$ cat src/rtl/xlate_pkg.sv
package xlate_pkg;
    localparam int ADDR_W = 32;
    localparam int OFF_W  = 12;
    localparam int IDX_W  = 10;
    localparam int VEC_W  = 8;
    localparam int BASE_W = ADDR_W - OFF_W;

    localparam int FL_PRESENT = 0;
    localparam int FL_WRITE   = 1;
    localparam int FL_USER    = 2;
    localparam int FL_ACCESS  = 5;
    localparam int FL_DIRTY   = 6;

    localparam logic [VEC_W-1:0] FAULT_VECTOR = VEC_W'(14);

    typedef enum logic [2:0] {
        ST_IDLE, ST_DRD, ST_DWR, ST_TRD, ST_TWR, ST_RESP
    } walk_st_e;

    typedef struct packed {
        logic [ADDR_W-1:0] lin;
        logic              wr;
        logic              user;
    } walk_req_t;

    typedef struct packed {
        logic              fault;
        logic              prot;
        logic [ADDR_W-1:0] phys;
    } walk_res_t;

    function automatic logic [ADDR_W-1:0] slot_addr(
        input logic [ADDR_W-1:0] base,
        input logic [IDX_W-1:0]  idx
    );
        return {base[ADDR_W-1:OFF_W], idx, 2'b00};
    endfunction
endpackage

$ cat src/rtl/xlate_entry_eval.sv
module xlate_entry_eval
    import xlate_pkg::*;
#(
    parameter bit IS_LEAF = 1'b0
) (
    input  logic [ADDR_W-1:0] entry,
    input  logic              wr,
    output logic              present,
    output logic [ADDR_W-1:0] upd,
    output logic              changed
);
    logic [ADDR_W-1:0] marked;

    always_comb begin
        marked            = entry;
        marked[FL_ACCESS] = 1'b1;
    end

    generate
        if (IS_LEAF) begin : g_leaf
            always_comb begin
                upd = marked;
                if (wr) upd[FL_DIRTY] = 1'b1;
            end
        end else begin : g_dir
            assign upd = marked;
        end
    endgenerate

    assign present = entry[FL_PRESENT];
    assign changed = (upd != entry);
endmodule

$ cat src/rtl/xlate_perm.sv
module xlate_perm
    import xlate_pkg::*;
(
    input  logic              user,
    input  logic              wr,
    input  logic [ADDR_W-1:0] dir_ent,
    input  logic [ADDR_W-1:0] tab_ent,
    output logic              deny
);
    logic user_ok;
    logic write_ok;

    always_comb begin
        user_ok  = dir_ent[FL_USER] & tab_ent[FL_USER];
        write_ok = dir_ent[FL_WRITE] & tab_ent[FL_WRITE];
        deny     = user & (~user_ok | (wr & ~write_ok));
    end
endmodule

$ cat src/rtl/xlate_seq.sv
module xlate_seq
    import xlate_pkg::*;
(
    input  logic              clk,
    input  logic              rst,
    input  logic              pg_en,
    input  logic [ADDR_W-1:0] dir_base,
    input  logic              req_valid,
    output logic              req_ready,
    input  logic [ADDR_W-1:0] req_lin,
    input  logic              req_write,
    input  logic              req_user,
    output logic              mem_req,
    output logic              mem_we,
    output logic [ADDR_W-1:0] mem_addr,
    output logic [ADDR_W-1:0] mem_wdata,
    input  logic [ADDR_W-1:0] mem_rdata,
    input  logic              mem_ack,
    input  logic              pde_present,
    input  logic [ADDR_W-1:0] pde_upd,
    input  logic              pde_chg,
    input  logic              pte_present,
    input  logic [ADDR_W-1:0] pte_upd,
    input  logic              pte_chg,
    input  logic              perm_deny,
    output logic              wr_q,
    output logic              user_q,
    output logic [ADDR_W-1:0] pde_q,
    output logic              rsp_valid,
    output logic [ADDR_W-1:0] rsp_phys,
    output logic              rsp_fault,
    output logic              rsp_prot,
    output logic [VEC_W-1:0]  rsp_vector,
    output logic [ADDR_W-1:0] fault_lin
);
    walk_st_e          st_q;
    walk_req_t         rq_q;
    walk_res_t         res_q;
    logic [ADDR_W-1:0] base_q;
    logic [ADDR_W-1:0] pte_q;
    logic [ADDR_W-1:0] flt_q;
    logic [ADDR_W-1:0] dir_slot;
    logic [ADDR_W-1:0] tab_slot;

    assign dir_slot = slot_addr(base_q, rq_q.lin[ADDR_W-1 -: IDX_W]);
    assign tab_slot = slot_addr(pde_q,  rq_q.lin[OFF_W+IDX_W-1 -: IDX_W]);

    always_comb begin
        mem_req   = (st_q == ST_DRD) || (st_q == ST_DWR) ||
                    (st_q == ST_TRD) || (st_q == ST_TWR);
        mem_we    = (st_q == ST_DWR) || (st_q == ST_TWR);
        mem_addr  = ((st_q == ST_DRD) || (st_q == ST_DWR)) ? dir_slot : tab_slot;
        mem_wdata = (st_q == ST_DWR) ? pde_q : pte_q;
    end

    always_ff @(posedge clk) begin
        if (rst) begin
            st_q   <= ST_IDLE;
            rq_q   <= '0;
            res_q  <= '0;
            base_q <= '0;
            pde_q  <= '0;
            pte_q  <= '0;
            flt_q  <= '0;
        end else begin
            case (st_q)
                ST_IDLE: begin
                    if (req_valid) begin
                        rq_q   <= '{lin: req_lin, wr: req_write, user: req_user};
                        base_q <= dir_base;
                        if (pg_en) begin
                            st_q <= ST_DRD;
                        end else begin
                            res_q <= '{fault: 1'b0, prot: 1'b0, phys: req_lin};
                            st_q  <= ST_RESP;
                        end
                    end
                end
                ST_DRD: begin
                    if (mem_ack) begin
                        pde_q <= pde_upd;
                        if (!pde_present) begin
                            res_q <= '{fault: 1'b1, prot: 1'b0, phys: '0};
                            flt_q <= rq_q.lin;
                            st_q  <= ST_RESP;
                        end else begin
                            st_q <= pde_chg ? ST_DWR : ST_TRD;
                        end
                    end
                end
                ST_DWR: begin
                    if (mem_ack) st_q <= ST_TRD;
                end
                ST_TRD: begin
                    if (mem_ack) begin
                        if (!pte_present || perm_deny) begin
                            res_q <= '{fault: 1'b1, prot: pte_present, phys: '0};
                            flt_q <= rq_q.lin;
                            st_q  <= ST_RESP;
                        end else begin
                            pte_q <= pte_upd;
                            res_q <= '{fault: 1'b0, prot: 1'b0,
                                       phys: {mem_rdata[ADDR_W-1:OFF_W], rq_q.lin[OFF_W-1:0]}};
                            st_q  <= pte_chg ? ST_TWR : ST_RESP;
                        end
                    end
                end
                ST_TWR: begin
                    if (mem_ack) st_q <= ST_RESP;
                end
                ST_RESP: st_q <= ST_IDLE;
                default: st_q <= ST_IDLE;
            endcase
        end
    end

    assign req_ready  = (st_q == ST_IDLE);
    assign rsp_valid  = (st_q == ST_RESP);
    assign rsp_phys   = res_q.phys;
    assign rsp_fault  = res_q.fault;
    assign rsp_prot   = res_q.prot;
    assign rsp_vector = (rsp_valid && res_q.fault) ? FAULT_VECTOR : '0;
    assign fault_lin  = flt_q;
    assign wr_q       = rq_q.wr;
    assign user_q     = rq_q.user;
endmodule

$ cat src/rtl/xlate_walker.sv
module xlate_walker
    import xlate_pkg::*;
(
    input  logic              clk,
    input  logic              rst,
    input  logic              pg_en,
    input  logic [ADDR_W-1:0] dir_base,
    input  logic              req_valid,
    output logic              req_ready,
    input  logic [ADDR_W-1:0] req_lin,
    input  logic              req_write,
    input  logic              req_user,
    output logic              rsp_valid,
    output logic [ADDR_W-1:0] rsp_phys,
    output logic              rsp_fault,
    output logic              rsp_prot,
    output logic [VEC_W-1:0]  rsp_vector,
    output logic [ADDR_W-1:0] fault_lin,
    output logic              mem_req,
    output logic              mem_we,
    output logic [ADDR_W-1:0] mem_addr,
    output logic [ADDR_W-1:0] mem_wdata,
    input  logic [ADDR_W-1:0] mem_rdata,
    input  logic              mem_ack
);
    logic              pde_present, pte_present;
    logic              pde_chg, pte_chg;
    logic [ADDR_W-1:0] pde_upd, pte_upd, pde_q;
    logic              wr_q, user_q, perm_deny;

    xlate_entry_eval #(.IS_LEAF(1'b0)) u_dir_eval (
        .entry(mem_rdata), .wr(wr_q),
        .present(pde_present), .upd(pde_upd), .changed(pde_chg)
    );

    xlate_entry_eval #(.IS_LEAF(1'b1)) u_tab_eval (
        .entry(mem_rdata), .wr(wr_q),
        .present(pte_present), .upd(pte_upd), .changed(pte_chg)
    );

    xlate_perm u_perm (
        .user(user_q), .wr(wr_q), .dir_ent(pde_q), .tab_ent(mem_rdata),
        .deny(perm_deny)
    );

    xlate_seq u_seq (
        .clk(clk), .rst(rst), .pg_en(pg_en), .dir_base(dir_base),
        .req_valid(req_valid), .req_ready(req_ready), .req_lin(req_lin),
        .req_write(req_write), .req_user(req_user),
        .mem_req(mem_req), .mem_we(mem_we), .mem_addr(mem_addr),
        .mem_wdata(mem_wdata), .mem_rdata(mem_rdata), .mem_ack(mem_ack),
        .pde_present(pde_present), .pde_upd(pde_upd), .pde_chg(pde_chg),
        .pte_present(pte_present), .pte_upd(pte_upd), .pte_chg(pte_chg),
        .perm_deny(perm_deny), .wr_q(wr_q), .user_q(user_q), .pde_q(pde_q),
        .rsp_valid(rsp_valid), .rsp_phys(rsp_phys), .rsp_fault(rsp_fault),
        .rsp_prot(rsp_prot), .rsp_vector(rsp_vector), .fault_lin(fault_lin)
    );
endmodule

$ cat config.mk
export PLATFORM = sky130hd
export DESIGN_NAME = xlate_walker
export DESIGN_NICKNAME = d
export VERILOG_FILES = /design/src/rtl/xlate_pkg.sv /design/src/rtl/xlate_entry_eval.sv /design/src/rtl/xlate_perm.sv /design/src/rtl/xlate_seq.sv /design/src/rtl/xlate_walker.sv
export SDC_FILE = /design/constraint.sdc
export NUM_CORES = 1
export LEC_CHECK = 0
export BUFFER_PORTS_ARGS = -buffer_cell sky130_fd_sc_hd__buf_4
export CAP_MARGIN = 0
export CORE_MARGIN = 8
export CORE_UTILIZATION = 30
export CTS_CLUSTER_SIZE = 16
export DETAILED_ROUTE_END_ITERATION = 16
export SLEW_MARGIN = 30
export SYNTH_ARGS = -nofsm -noshare
export SYNTH_HDL_FRONTEND = slang
export SYNTH_SLANG_ARGS = --single-unit
$ cat constraint.sdc
create_clock -name clk -period 1.4 [get_ports clk]
set_input_delay 0.14 -clock clk [delete_from_list [all_inputs] [get_ports clk]]
set_output_delay 0.14 -clock clk [all_outputs]
set_load 0.005 [all_outputs]
# --- Word level (Yosys, flattened, before mapping) ---
# Index checks and enable logic that the tools add are counted.
totals:
  reg_bits: 199
  in_bits: 103
  output_inout_bits: 142
  word_cells: 76
op_classes:
  n_eq_ne: 14
  n_mux: 27
  n_bitwise: 8
  reduce_logical: 16
op_table:
  columns: ["operator", "count"]
  rows:
  - ["$mux W34", 6]
  - ["$mux W32", 6]
  - ["$pmux W34 S3", 1]
  - ["$pmux W32 S2", 1]
  - ["$mux W3", 8]
  - ["$ne A2 B2 Y1 const B", 8]
  - ["$pmux W3 S5", 1]
  - ["$reduce_and A5 Y1", 2]
  - ["$eq A3 B2 Y1 const B", 2]
  - ["$eq A3 B3 Y1 const B", 2]
  - ["$reduce_and A6 Y1", 1]
  - ["$logic_or A1 B1 Y1", 5]
  - ["$and A1 B1 Y1", 4]
  - ["$mux W4", 1]
  - ["$reduce_and A2 Y1", 2]
  - ["$eq A3 B1 Y1 const B", 1]
  - ["$logic_not A3 Y1", 1]
  - ["$mux W1", 3]
  - ["$not A1 Y1", 3]
  - ["$reduce_and A3 Y1", 1]
  - ["$reduce_bool A3 Y1", 1]
  - ["$ne A2 B2 Y1", 1]
  - ["$reduce_bool A2 Y1", 1]
  - ["$logic_and A1 B1 Y1", 1]
  - ["2 further kinds", 2]

# --- Depth between registers and ports, before layout ---
# Gate-level depths: netlist of the first run.
depth:
  word_depth: 9
  ltp_mapped: 7
  depth_no_buf: 4

# --- Cells and area by module ---
# Synthesis of the first run repeated with hierarchy kept, for this count alone.
hier_totals:
  hier_cells: 1007
  hier_area_um2: 8521.9
modules_own_cells:
  columns: ["module", "n_inst", "cells_per_inst", "area_per_inst_um2", "seq_area_each_um2"]
  rows:
  - ["xlate_seq", 1, 933, 7988.9, 3743.6]
  - ["xlate_entry_eval (u_tab_eval)", 1, 36, 259.0, 0.0]
  - ["xlate_entry_eval (u_dir_eval)", 1, 35, 255.2, 0.0]
  - ["xlate_perm", 1, 3, 18.8, 0.0]

# --- Worst setup path before layout of the first run ---
# Ideal clock, no wire load.
synth_path:
  path_type: "register to output"
  start: "reg u_seq.st_q[0]"
  end: "out rsp_vector[2]"
  arrival_ps: 1451
  required_ps: 1260
  slack_ps: -191
  stages_incl_launch_ff: 7
  n_path_buf: 4
  cell_sequence: "dfxtp_1 buf_4 buf_2 buf_2 nor3b_1 and2_1 buf_4"
synth_via:
  elab_chain_cells: 3
synth_rtl:
  columns: ["item", "line", "text"]
  rows:
  - ["start: declaration", "xlate_seq.sv:36", "walk_st_e st_q;"]
  - ["start signal: assignment", "xlate_seq.sv:87", "st_q <= pde_chg ? ST_DWR : ST_TRD;"]
  - ["start signal: assignment", "xlate_seq.sv:104", "st_q <= pte_chg ? ST_TWR : ST_RESP;"]
  - ["$eq A3 B3 Y1", "xlate_seq.sv:118", "assign rsp_valid = (st_q == ST_RESP);"]
  - ["net rsp_valid", "xlate_walker.sv:13", "output logic rsp_valid,"]
  - ["$logic_and A1 B1 Y1", "xlate_seq.sv:122", "assign rsp_vector = (rsp_valid && res_q.fault) ? FAULT_VECTOR : '0;"]
  - ["$mux W4", "xlate_seq.sv:122", null]
  - ["end: declaration", "xlate_walker.sv:17", "output logic [VEC_W-1:0] rsp_vector,"]
# The timed path passes the listed nets, and every way through them passes these cells.

# --- Worst setup path after layout of the first run ---
layout_path:
  start: "reg u_seq.st_q[0]"
  end: "out mem_addr[9]"
layout_via:
  elab_chain_cells: 3
  word_cells_on_any_way: 4
  classes_between: "2 x eq/ne; 1 x mux; 1 x reduce/logical"
layout_rtl:
  columns: ["item", "line", "text"]
  rows:
  - ["$eq A3 B1 Y1 or $eq A3 B2 Y1 (tied branches)", "xlate_seq.sv:52", "mem_addr = ((st_q == ST_DRD) || (st_q == ST_DWR)) ? dir_slot : tab_slot;"]
  - ["$logic_or A1 B1 Y1 *", "xlate_seq.sv:52", null]
  - ["$mux W32 *", "xlate_seq.sv:52", null]
  - ["end: declaration", "xlate_walker.sv:21", "output logic [ADDR_W-1:0] mem_addr,"]
# Every way passes the cells marked *; elsewhere a longest branch is shown, timed or not.

==> results of run 1 <==
==> timing repair <==
action                                  in CTS  in global routing
endpoints found under the hold margin      116                  0
gates resized for setup                    169                288
setup buffers                               33                 15
hold buffers                                84                  0
gates cloned                                18                 18
endpoints found under the setup margin     254                255
pin swaps                                   81                154
==> per-layer routing <==
layer | track usage [%] | vias up
met3 | 5.18 | 63
met5 | 0 | -
met1 | 24.3 | 4386
li1 | - | 4201
met2 | 33.2 | 335
met4 | 4.32 | 2
==> stage by stage <==
| step | std cells | power [mW] | cell area, um2 | worst slack [ps] | setup TNS (ps) |
|---|---|---|---|---|---|
| 5_1_grt | 1764 | 17.0 | 15200 | -633 | -114470 |
| 6_report | 1764 | 16.4 | 15200 | -567 | -99930 |
| 3_3_place_gp | 1580 | 8.75 | 11000 | -171 | -26230 |
| 4_1_cts | 1746 | 15.9 | 13900 | -577 | -77170 |
| 2_1_floorplan | 1015 | 7.52 | 8770 | -77.2 | -2960 |
| 3_5_place_dp | 1580 | 8.78 | 11000 | -231 | -35450 |
==> worst register-to-register path, cell delays in order, from the launching register on <==
cell	delay, ps
dfxtp_4	370
buf_6	90
buf_6	110
buf_6	90
and2b_2	240
buf_6	120
o32a_4	230
nor2_4	160
buf_12	150
buf_12	130
a311oi_2	90
==> final timing paths <==
path | from | endpoint | slack, ps | cells past startpoint
max | u_seq.st_q[0]$_SDFFE_PP0P_ | mem_addr[9] | -570 | 5
min reg2reg | u_seq.fault_lin[25]$_SDFFE_PP0P_ | u_seq.fault_lin[25]$_SDFFE_PP0P_ | 460 | 2
max reg2reg | u_seq.st_q[1]$_SDFFE_PP0P_ | u_seq.rsp_phys[22]$_SDFFE_PP0P_ | -510 | 10
min | mem_rdata[0] | u_seq.pde_q[0]$_SDFFE_PP0P_ | 140 | 4
==> cells by family after synthesis <==
group / synth area share [%]
DFF: 43.5
xor gates and xnor gates: 0.203
buffers and inverters: 8.05
AOI/OAI and AO/OA: 22.0
other: 0.0436
muxes: 8.15
and+or+nand+nor: 18.1
==> Yosys cell counts (all sizes together) <==
cell type    n  area (um2)
nor3         4        30.0
a31o        29         254
a31oi        1        6.26
o32a         1        11.3
nor2         8        45.0
a311oi      61         709
nand3       32         160
nand2b      35         234
or3          2        12.5
conb         1        3.75
a21boi       2        15.0
nand4b       1        8.76
nand3b       1        7.51
o32ai        2        55.1
buf         68         434
inv         31         116
o21a         3        22.5
o311a        1        10.0
and3b        1        8.76
o21ai       33         169
mux2i       33         330
and3         1        6.26
a211oi       1        7.51
a21oi      125         626
and2b        1        7.51
nand2      266        1010
and2         1        6.26
dfxtp      187        3740
clkbuf      38         143
xnor2        2        17.5
mux2        33         372
nand4        1        6.26
nor3b        2        20.0
o22ai        1        6.26
==> cell type report <==
cell class,instances,area [um2],share of cell area (%)
Antenna cell,2,5.00,0.0329
Clock buffer,17,425,2.80
Clock inverter,15,289,1.90
Inverter,31,118,0.774
Multi-Input combinational cell,691,5560,36.5
Sequential cell,187,3760,24.7
Tap cell,384,480,3.16
Timing Repair Buffer,437,4570,30.1
==> state kept, by name (all words and copies together), names as in the netlist <==
name,count
u_seq.pte_q,32
u_seq.user_q,1
u_seq.pde_q,32
u_seq.base_q,20
u_seq.st_q,3
u_seq.wr_q,1
u_seq.dir_slot,10
u_seq.rsp_prot,1
u_seq.rsp_phys,32
u_seq.fault_lin,32
u_seq.rq_q,22
u_seq.rsp_fault,1
==> power groups by stage <==
stage	registers (mW)	clock network [mW]	logic, mW
2_1_floorplan	5.92	0	1.60
3_3_place_gp	6.00	0	2.75
3_5_place_dp	6.00	0	2.78
4_1_cts	5.90	6.09	3.93
5_1_grt	6.00	6.34	4.65
6_report	5.96	6.01	4.42
==> summary.txt, run 1 <==
Synthesis
  • Synthesized instance count: 1009
  • Seq/Total Area, Yosys: 43.5%
  • Avg Synthesized Cell Area: 8.53 um2
  • Synth Register Bits: 187
  • Distinct cells, synth: 47
  • Mapped Area: 8610 um2
  • Ys Warns: 0

Route
  • Pre-antenna DRT Iters: 7
  • Metal2 WL: 18800 um
  • Highest metal used: met5
  • Drt drc: 0
  • DR vias/cell: 5.09
  • DRT antenna net count: 0
  • WL/cell: 21.3 um
  • WL met3: 2720 um
  • Routed wire length: 37600 um
  • Via count: 8987
  • Initial DRC count: 545
  • WL met1: 15200 um

Clock tree
  • Worst-Skew Late Latency: 430 ps
  • Root Buffer: clkbuf_16
  • H-tree Lvls: 4
  • CTS Buffer Depth: 2
  • CTS tree: built
  • Clock Pin Slew Worst Setup and Hold Paths: 70 ps
  • Num CTS Buffers: 17
  • Clock sink count: 187

Power and ir drop
  • Logic pwr share: 26.9%
  • Power Density: 1080 nW/um2
  • Sequential power share: 36.4%
  • Leak pwr: 6.03 nW
  • Clock share of power: 36.7%
  • Net Sw Frac: 29.1%
  • Pint: 11.6 mW
  • Worst VDD drop: 0.536 mV
  • P_sw: 4.77 mW

Setup path
  • Crit-path max FO: 20
  • Crit start category: flip-flop
  • Worst-path cell chain: xnor2_1, nor2_4, buf_12, mux2_2, buf_4
  • Setup CP Type: reg -> out
  • Buf/Inv on CP: 2
  • Critical path's slowest cell: mux2_2
  • Critical Path RT: 1260 ps
  • Worst Setup End Kind: output pin
  • Delay-heaviest family, CP: multiplexers
  • Biggest cell delay along the critical path: 370 ps
  • Crit path DAT: 1830 ps

Outcome
  • Failing checks: negative setup slack
  • Status: finished, violations left

STA
  • RSZ-0062 raised after global routing: yes
  • Clock skew: 8.09 ps
  • Final Max Tran Viols: 0
  • Hold Fails Final Rpt: 0
  • Worst slew margin: 61.8%
  • WHS: 141 ps
  • Peak Freq: 508 MHz
  • Final min period: 1970 ps
  • Final setup fails: 256
  • Final Cycle Share: 141%
  • Slew of the pin with the lowest slew margin: 573 ps
  • Setup ws final: -567 ps

GRT
  • GRT overflow: 0
  • Initial antenna violation count: 3
  • Vias in the first global route: 8654
  • First-pass GRT wire length: 51600 um
  • Overall routing resource usage: 19.5%
  • Largest net degree at the start of global routing: 82

Die
  • CORE AREA: 28500 um2
  • Starting Density: 30.2%
  • Die Area: 34400 um2
  • IO Pins: 245
  • Die Y: 185 um
  • Die X: 185 um
  • # rows: 62

Placed design
  • I/O Buffers: 225
  • GPL Wtd Cong: 0.781
  • Post-DP HPWL: 21600 um

Finish
  • Layout area overhead: 76.6%
  • Highest-count cells in the layout ignoring fill and taps: buf_4, dfxtp_1, nand2_1, a21oi_2, dlygate4sd3_1
  • Final core utilization: 53.4%
  • Filler Cell Count: 2479
  • # nets final: 1468
  • Fraction of layout cells with a size suffix above 1: 51.2%
  • Most common cell after layout, fill and taps aside: buf_4

Hold path
  • Worst Hold Class: in -> reg

Job
  • Number of max-cap violations: 0
Note: power is estimated with default switching activity, not from simulation.
==> inputs of run 2 (changes only) <==
Settings changed: CORE_MARGIN 8 to not set, CORE_UTILIZATION 30 to 47, PLACE_DENSITY set to 0.76.
==> summary.txt, run 2 (synthesis results as in run 1) <==
STA
  • RSZ-0062 raised after global routing: yes (unchanged)
  • Final setup fails: 255 (was 256)
  • Setup ws final: -626 ps (was -567 ps)
  • Final min period: 2030 ps (was 1970 ps)
  • Worst slew margin: 66.0% (was 61.8%)
  • Final Max Tran Viols: 0 (unchanged)
  • Final Cycle Share: 145% (was 141%)
  • Clock skew: 11.0 ps (was 8.09 ps)
  • WHS: 54.2 ps (was 141 ps)
  • Slew of the pin with the lowest slew margin: 510 ps (was 573 ps)
  • Hold Fails Final Rpt: 0 (unchanged)
  • Peak Freq: 494 MHz (was 508 MHz)

Hold path
  • Worst hold path depth: 3 (was 4)
  • Worst Hold Class: in -> reg (unchanged)

Setup path
  • Crit-path max FO: 19 (was 20)
  • Critical Path RT: 1260 ps (about the same)
  • Worst Setup End Kind: output pin (unchanged)
  • R2R Setup Slk: -500 ps (was -510 ps)
  • Crit start category: flip-flop (unchanged)
  • Crit path DAT: 1890 ps (was 1830 ps)
  • Setup CP Type: reg -> out (unchanged)
  • Cell depth of the worst flop-to-flop path: 8 (was 10)

Clock tree
  • Num CTS Buffers: 17 (unchanged)
  • Worst-Skew Late Latency: 450 ps (was 430 ps)
  • Root Buffer: clkbuf_16 (unchanged)
  • Clock Pin Slew Worst Setup and Hold Paths: 70 ps (about the same)
  • CTS tree: built (unchanged)
  • H-tree Lvls: 4 (unchanged)
  • Clock sink count: 187 (unchanged)
  • CTS Buffer Depth: 2 (unchanged)

Power and ir drop
  • Total Power: 15.8 mW (was 16.4 mW)
  • Leak pwr: 6.07 nW (was 6.03 nW)
  • Worst VDD drop: 0.971 mV (was 0.536 mV)
  • Sequential power share: 38.0% (was 36.4%)
  • Net Sw Frac: 31.7% (was 29.1%)
  • Pint: 10.8 mW (was 11.6 mW)
  • Clock share of power: 32.3% (was 36.7%)
  • Logic pwr share: 29.7% (was 26.9%)
  • P_sw: 5.02 mW (was 4.77 mW)
  • Power Density: 1050 nW/um2 (was 1080 nW/um2)

Finish
  • Most common cell after layout, fill and taps aside: buf_4 (unchanged)
  • Fraction of layout cells with a size suffix above 1: 55.0% (was 51.2%)
  • Layout area overhead: 75.3% (was 76.6%)
  • # nets final: 1474 (was 1468)
  • Filler Cell Count: 833 (was 2479)
  • Highest-count cells in the layout ignoring fill and taps: buf_4, dfxtp_1, nand2_1, a21oi_2 (was buf_4, dfxtp_1, nand2_1, a21oi_2, dlygate4sd3_1)

Route
  • WL met1: 14300 um (was 15200 um)
  • WL met3: 3650 um (was 2720 um)
  • Drt drc: 0 (unchanged)
  • DR vias/cell: 6.22 (was 5.09)
  • Highest metal used: met5 (unchanged)
  • Metal2 WL: 19200 um (was 18800 um)
  • Initial DRC count: 885 (was 545)
  • Pre-antenna DRT Iters: 5 (was 7)
  • Routed wire length: 40100 um (was 37600 um)
  • Via count: 10052 (was 8987)
  • WL/cell: 24.8 um (was 21.3 um)
  • DRT antenna net count: 0 (unchanged)

Die
  • IO Pins: 245 (unchanged)
  • Starting Density: 47.9% (was 30.2%)
  • Die Y: 137 um (was 185 um)
  • Die Area: 18900 um2 (was 34400 um2)
  • CORE AREA: 18000 um2 (was 28500 um2)
  • # rows: 49 (was 62)
  • Die X: 137 um (was 185 um)

GRT
  • Overall routing resource usage: 31.8% (was 19.5%)
  • First-pass GRT wire length: 45900 um (was 51600 um)
  • GRT overflow: 0 (unchanged)
  • Largest net degree at the start of global routing: 66 (was 82)
  • Initial antenna violation count: 4 (was 3)
  • Vias in the first global route: 8702 (was 8654)

Outcome
  • Status: finished, violations left (unchanged)
  • Failing checks: negative setup slack (unchanged)

Placed design
  • GPL Wtd Cong: 0.820 (was 0.781)
  • I/O Buffers: 225 (unchanged)
  • Post-DP HPWL: 18300 um (was 21600 um)
  • Pre-CTS WS: -210 ps (was -231 ps)

Job
  • Number of max-cap violations: 0 (unchanged)
run 2: repair_timing:
action	in CTS	in global routing
hold buffers	83	0
cloned	10	28
pin swaps	10	200
endpoints found under the setup margin	253	255
setup buffers	20	22
gates resized for setup	90	413
hold endpoints to repair	111	0
run 2: critical path, cell delays in order (launching register included):
cell and delay (ps):
dfxtp_4 370, xnor2_2 180, nor2_4 160, buf_12 200
mux2_2 370, buf_4 150
run 2: cell type report:
class | count | area, um2 | area share [%]
clock buffer | 19 | 433 | 2.87
multi-input combinational | 691 | 5750 | 38.1
clock inverter | 13 | 164 | 1.09
sequential | 187 | 3760 | 24.9
inverter | 31 | 120 | 0.796
tap | 229 | 287 | 1.90
antenna | 3 | 7.51 | 0.0497
timing repair buffer | 443 | 4580 | 30.3
run 2: per-stage QoR:
step / std cells / instance area [um2] / setup TNS (ps) / util (%)
after floorplan: 1015 / 8770 / -2960 / -
after global placement: 1424 / 10800 / -22340 / 60.3
after detailed placement: 1424 / 10800 / -31460 / 60.3
after CTS: 1569 / 12900 / -81230 / 72.1
after global routing: 1615 / 15100 / -111440 / 84.0
final: 1616 / 15100 / -104240 / 84.0
run 2: power groups by stage:
stage / clock network [mW] / registers, mW / logic (mW)
floorplan: 0 / 5.92 / 1.60
global placement: 0 / 6.00 / 2.68
detailed placement: 0 / 6.00 / 2.72
CTS: 5.05 / 5.88 / 3.27
global route: 5.31 / 6.03 / 4.86
finish: 5.12 / 6.02 / 4.70
run 2: routing by layer:
layer | track usage (%) | vias to the layer above
li1 | - | 4214
met1 | 39.1 | 4880
met2 | 52.8 | 706
met3 | 6.92 | 250
met4 | 15.0 | 2
met5 | 0 | -
run 2: worst paths after layout:
path | from | endpoint
worst min register to register | u_seq.fault_lin[7]$_SDFFE_PP0P_ | u_seq.fault_lin[7]$_SDFFE_PP0P_
worst min-delay path | mem_rdata[2] | u_seq.pte_q[2]$_SDFFE_PP0P_
worst max register to register | u_seq.st_q[0]$_SDFFE_PP0P_ | u_seq.fault_lin[8]$_SDFFE_PP0P_
worst max-delay path | u_seq.st_q[0]$_SDFFE_PP0P_ | mem_addr[14]
==> inputs of run 3 (changes only) <==
Settings changed: CORE_UTILIZATION 47 to 45, PLACE_DENSITY 0.76 to 0.73, SETUP_SLACK_MARGIN set to 0.05.
==> summary.txt, run 3 (synthesis results as in run 1) <==
Route
  • DR vias/cell: 5.80 (was 6.22)
  • Initial DRC count: 797 (was 885)
  • Drt drc: 0 (unchanged)
  • DRT antenna net count: 0 (unchanged)
  • Pre-antenna DRT Iters: 6 (was 5)
  • WL/cell: 21.6 um (was 24.8 um)
  • Routed wire length: 34900 um (was 40100 um)
  • Via count: 9350 (was 10052)

Setup path
  • Critical path's slowest cell: dfxtp_4 (unchanged)
  • Crit path top cell by count: buf_6
  • Crit path DAT: 1870 ps (was 1890 ps)
  • Critical Path Source: u_seq.st_q[1]$_SDFFE_PP0P_ (was u_seq.st_q[0]$_SDFFE_PP0P_)
  • Crit start category: flip-flop (unchanged)
  • Crit-path max FO: 5 (was 19)
  • Worst reg2reg startpoint: u_seq.st_q[1]$_SDFFE_PP0P_ (was u_seq.st_q[0]$_SDFFE_PP0P_)
  • Biggest cell delay along the critical path: 370 ps (about the same)
  • Worst Setup End Kind: output pin (unchanged)
  • Critical Path RT: 1260 ps (about the same)
  • Buf/Inv on CP: 4 (was 2)
  • Worst-path cell chain: xnor2_4, nor2_4, buf_6, buf_6, buf_12, mux2_4, buf_6 (was xnor2_2, nor2_4, buf_12, mux2_2, buf_4)
  • Setup CP Type: reg -> out (unchanged)
  • Delay-heaviest family, CP: buffers and inverters (was flip-flops)

STA
  • Worst slew margin: 65.5% (was 66.0%)
  • Slew of the pin with the lowest slew margin: 518 ps (was 510 ps)
  • Final setup fails: 256 (was 255)
  • WHS: 1.12 ps (was 54.2 ps)
  • Hold Fails Final Rpt: 0 (unchanged)
  • Final Max Tran Viols: 0 (unchanged)
  • Final Cycle Share: 143% (was 145%)
  • Final min period: 2010 ps (was 2030 ps)
  • Clock skew: 12.8 ps (was 11.0 ps)
  • RSZ-0062 raised after global routing: yes (unchanged)
  • Peak Freq: 498 MHz (was 494 MHz)
  • Setup ws final: -607 ps (was -626 ps)

GRT
  • Initial antenna violation count: 0 (was 4)
  • Overall routing resource usage: 30.5% (was 31.8%)
  • First-pass GRT wire length: 46900 um (was 45900 um)
  • GRT overflow: 0 (unchanged)
  • Largest net degree at the start of global routing: 84 (was 66)
  • Vias in the first global route: 8566 (was 8702)

Power and ir drop
  • Worst VDD drop: 0.930 mV (was 0.971 mV)
  • Total Power: 15.4 mW (was 15.8 mW)
  • Power Density: 1080 nW/um2 (was 1050 nW/um2)
  • Leak pwr: 5.62 nW (was 6.07 nW)

Die
  • CORE AREA: 18700 um2 (was 18000 um2)
  • # rows: 50 (was 49)
  • Die X: 140 um (was 137 um)
  • Die Y: 140 um (was 137 um)
  • Starting Density: 46.0% (was 47.9%)
  • Die Area: 19700 um2 (was 18900 um2)
  • IO Pins: 245 (unchanged)

Hold path
  • Hold_sp: mem_rdata[17] (was mem_rdata[2])
  • Worst Hold Class: in -> reg (unchanged)

Clock tree
  • Num CTS Buffers: 17 (unchanged)
  • Root Buffer: clkbuf_16 (unchanged)
  • Clock sink count: 187 (unchanged)
  • CTS tree: built (unchanged)
  • CTS Buffer Depth: 2 (unchanged)
  • Worst-Skew Late Latency: 440 ps (was 450 ps)
  • Clock Pin Slew Worst Setup and Hold Paths: 70 ps (about the same)
  • H-tree Lvls: 4 (unchanged)

Placed design
  • Post-DP HPWL: 18100 um (was 18300 um)
  • GPL Wtd Cong: 0.814 (was 0.820)
  • I/O Buffers: 225 (unchanged)

Finish
  • Final core utilization: 76.4% (was 84.0%)
  • Antenna fix cells: 0 (was 3)
  • Highest-count cells in the layout ignoring fill and taps: buf_4, nand2_1, dfxtp_1, dlygate4sd3_1, a21oi_2 (was buf_4, dfxtp_1, nand2_1, a21oi_2)
  • Layout area overhead: 66.0% (was 75.3%)
  • Fraction of layout cells with a size suffix above 1: 46.2% (was 55.0%)
  • # nets final: 1469 (was 1474)
  • Most common cell after layout, fill and taps aside: buf_4 (unchanged)

Outcome
  • Failing checks: negative setup slack (unchanged)
  • Status: finished, violations left (unchanged)

Job
  • Number of max-cap violations: 0 (unchanged)
[run 3: changes by cell type in the layout (fill, tap and decap cells not counted), sizes merged, moves of 2 or more]
cell	previous run	this run
clkinv	4	1
diode	3	0
buf	342	340
clkinvlp	2	4
[run 3: area by class of cell]
cell class,instances,area [um2]
multi-input combinational,691,4940
timing repair buffer,438,4580
fill,1147,4410
sequential,187,3760
clock buffer,22,485
tap,234,293
clock inverter,10,125
inverter,31,118
[run 3: final timing paths]
kind,endpoint,slack [ps],cells past startpoint
max,mem_addr[19],-610,7
max reg2reg,u_seq.rsp_phys[18]$_SDFFE_PP0P_,-590,9
min,u_seq.pte_q[17]$_SDFFE_PP0P_,1,2
min reg2reg,u_seq.base_q[15]$_SDFFE_PP0P_,460,2
[run 3: metrics by stage]
step	cells	cell area [um2]	setup slack (ps)	TNS (ps)
after floorplan	1015	8880	-77.0	-4390
after global placement	1439	11000	-200	-28990
after detailed placement	1439	11000	-250	-36090
after CTS	1573	13100	-587	-100140
after global routing	1613	14300	-677	-131250
final	1613	14300	-607	-116430
[run 3: metal layers]
metal	global-route usage (%)	vias to the layer above	wire length, um
met2	50.8	521	17000
met3	6.63	130	2600
met1	38.5	4505	13600
met5	0	-	0
li1	-	4194	-
met4	11.6	0	1680
[run 3: report_power, final]
group          switching (mW)  internal [mW]  leakage [nW]
Combinational            2.04           2.33          3.81
Clock                    2.24           2.86         0.286
Sequential              0.298           5.64          1.52
Total                    4.58           10.8          5.62
[run 3: repair_timing]
item / 4_1_cts / 5_1_grt
gates cloned: 7 / 22
pin swaps: 12 / 99
endpoints found under the hold margin: 107 / 1
hold buffers: 81 / 1
setup endpoints to repair: 253 / 256
gates resized for setup: 124 / 169
setup buffers: 14 / 17
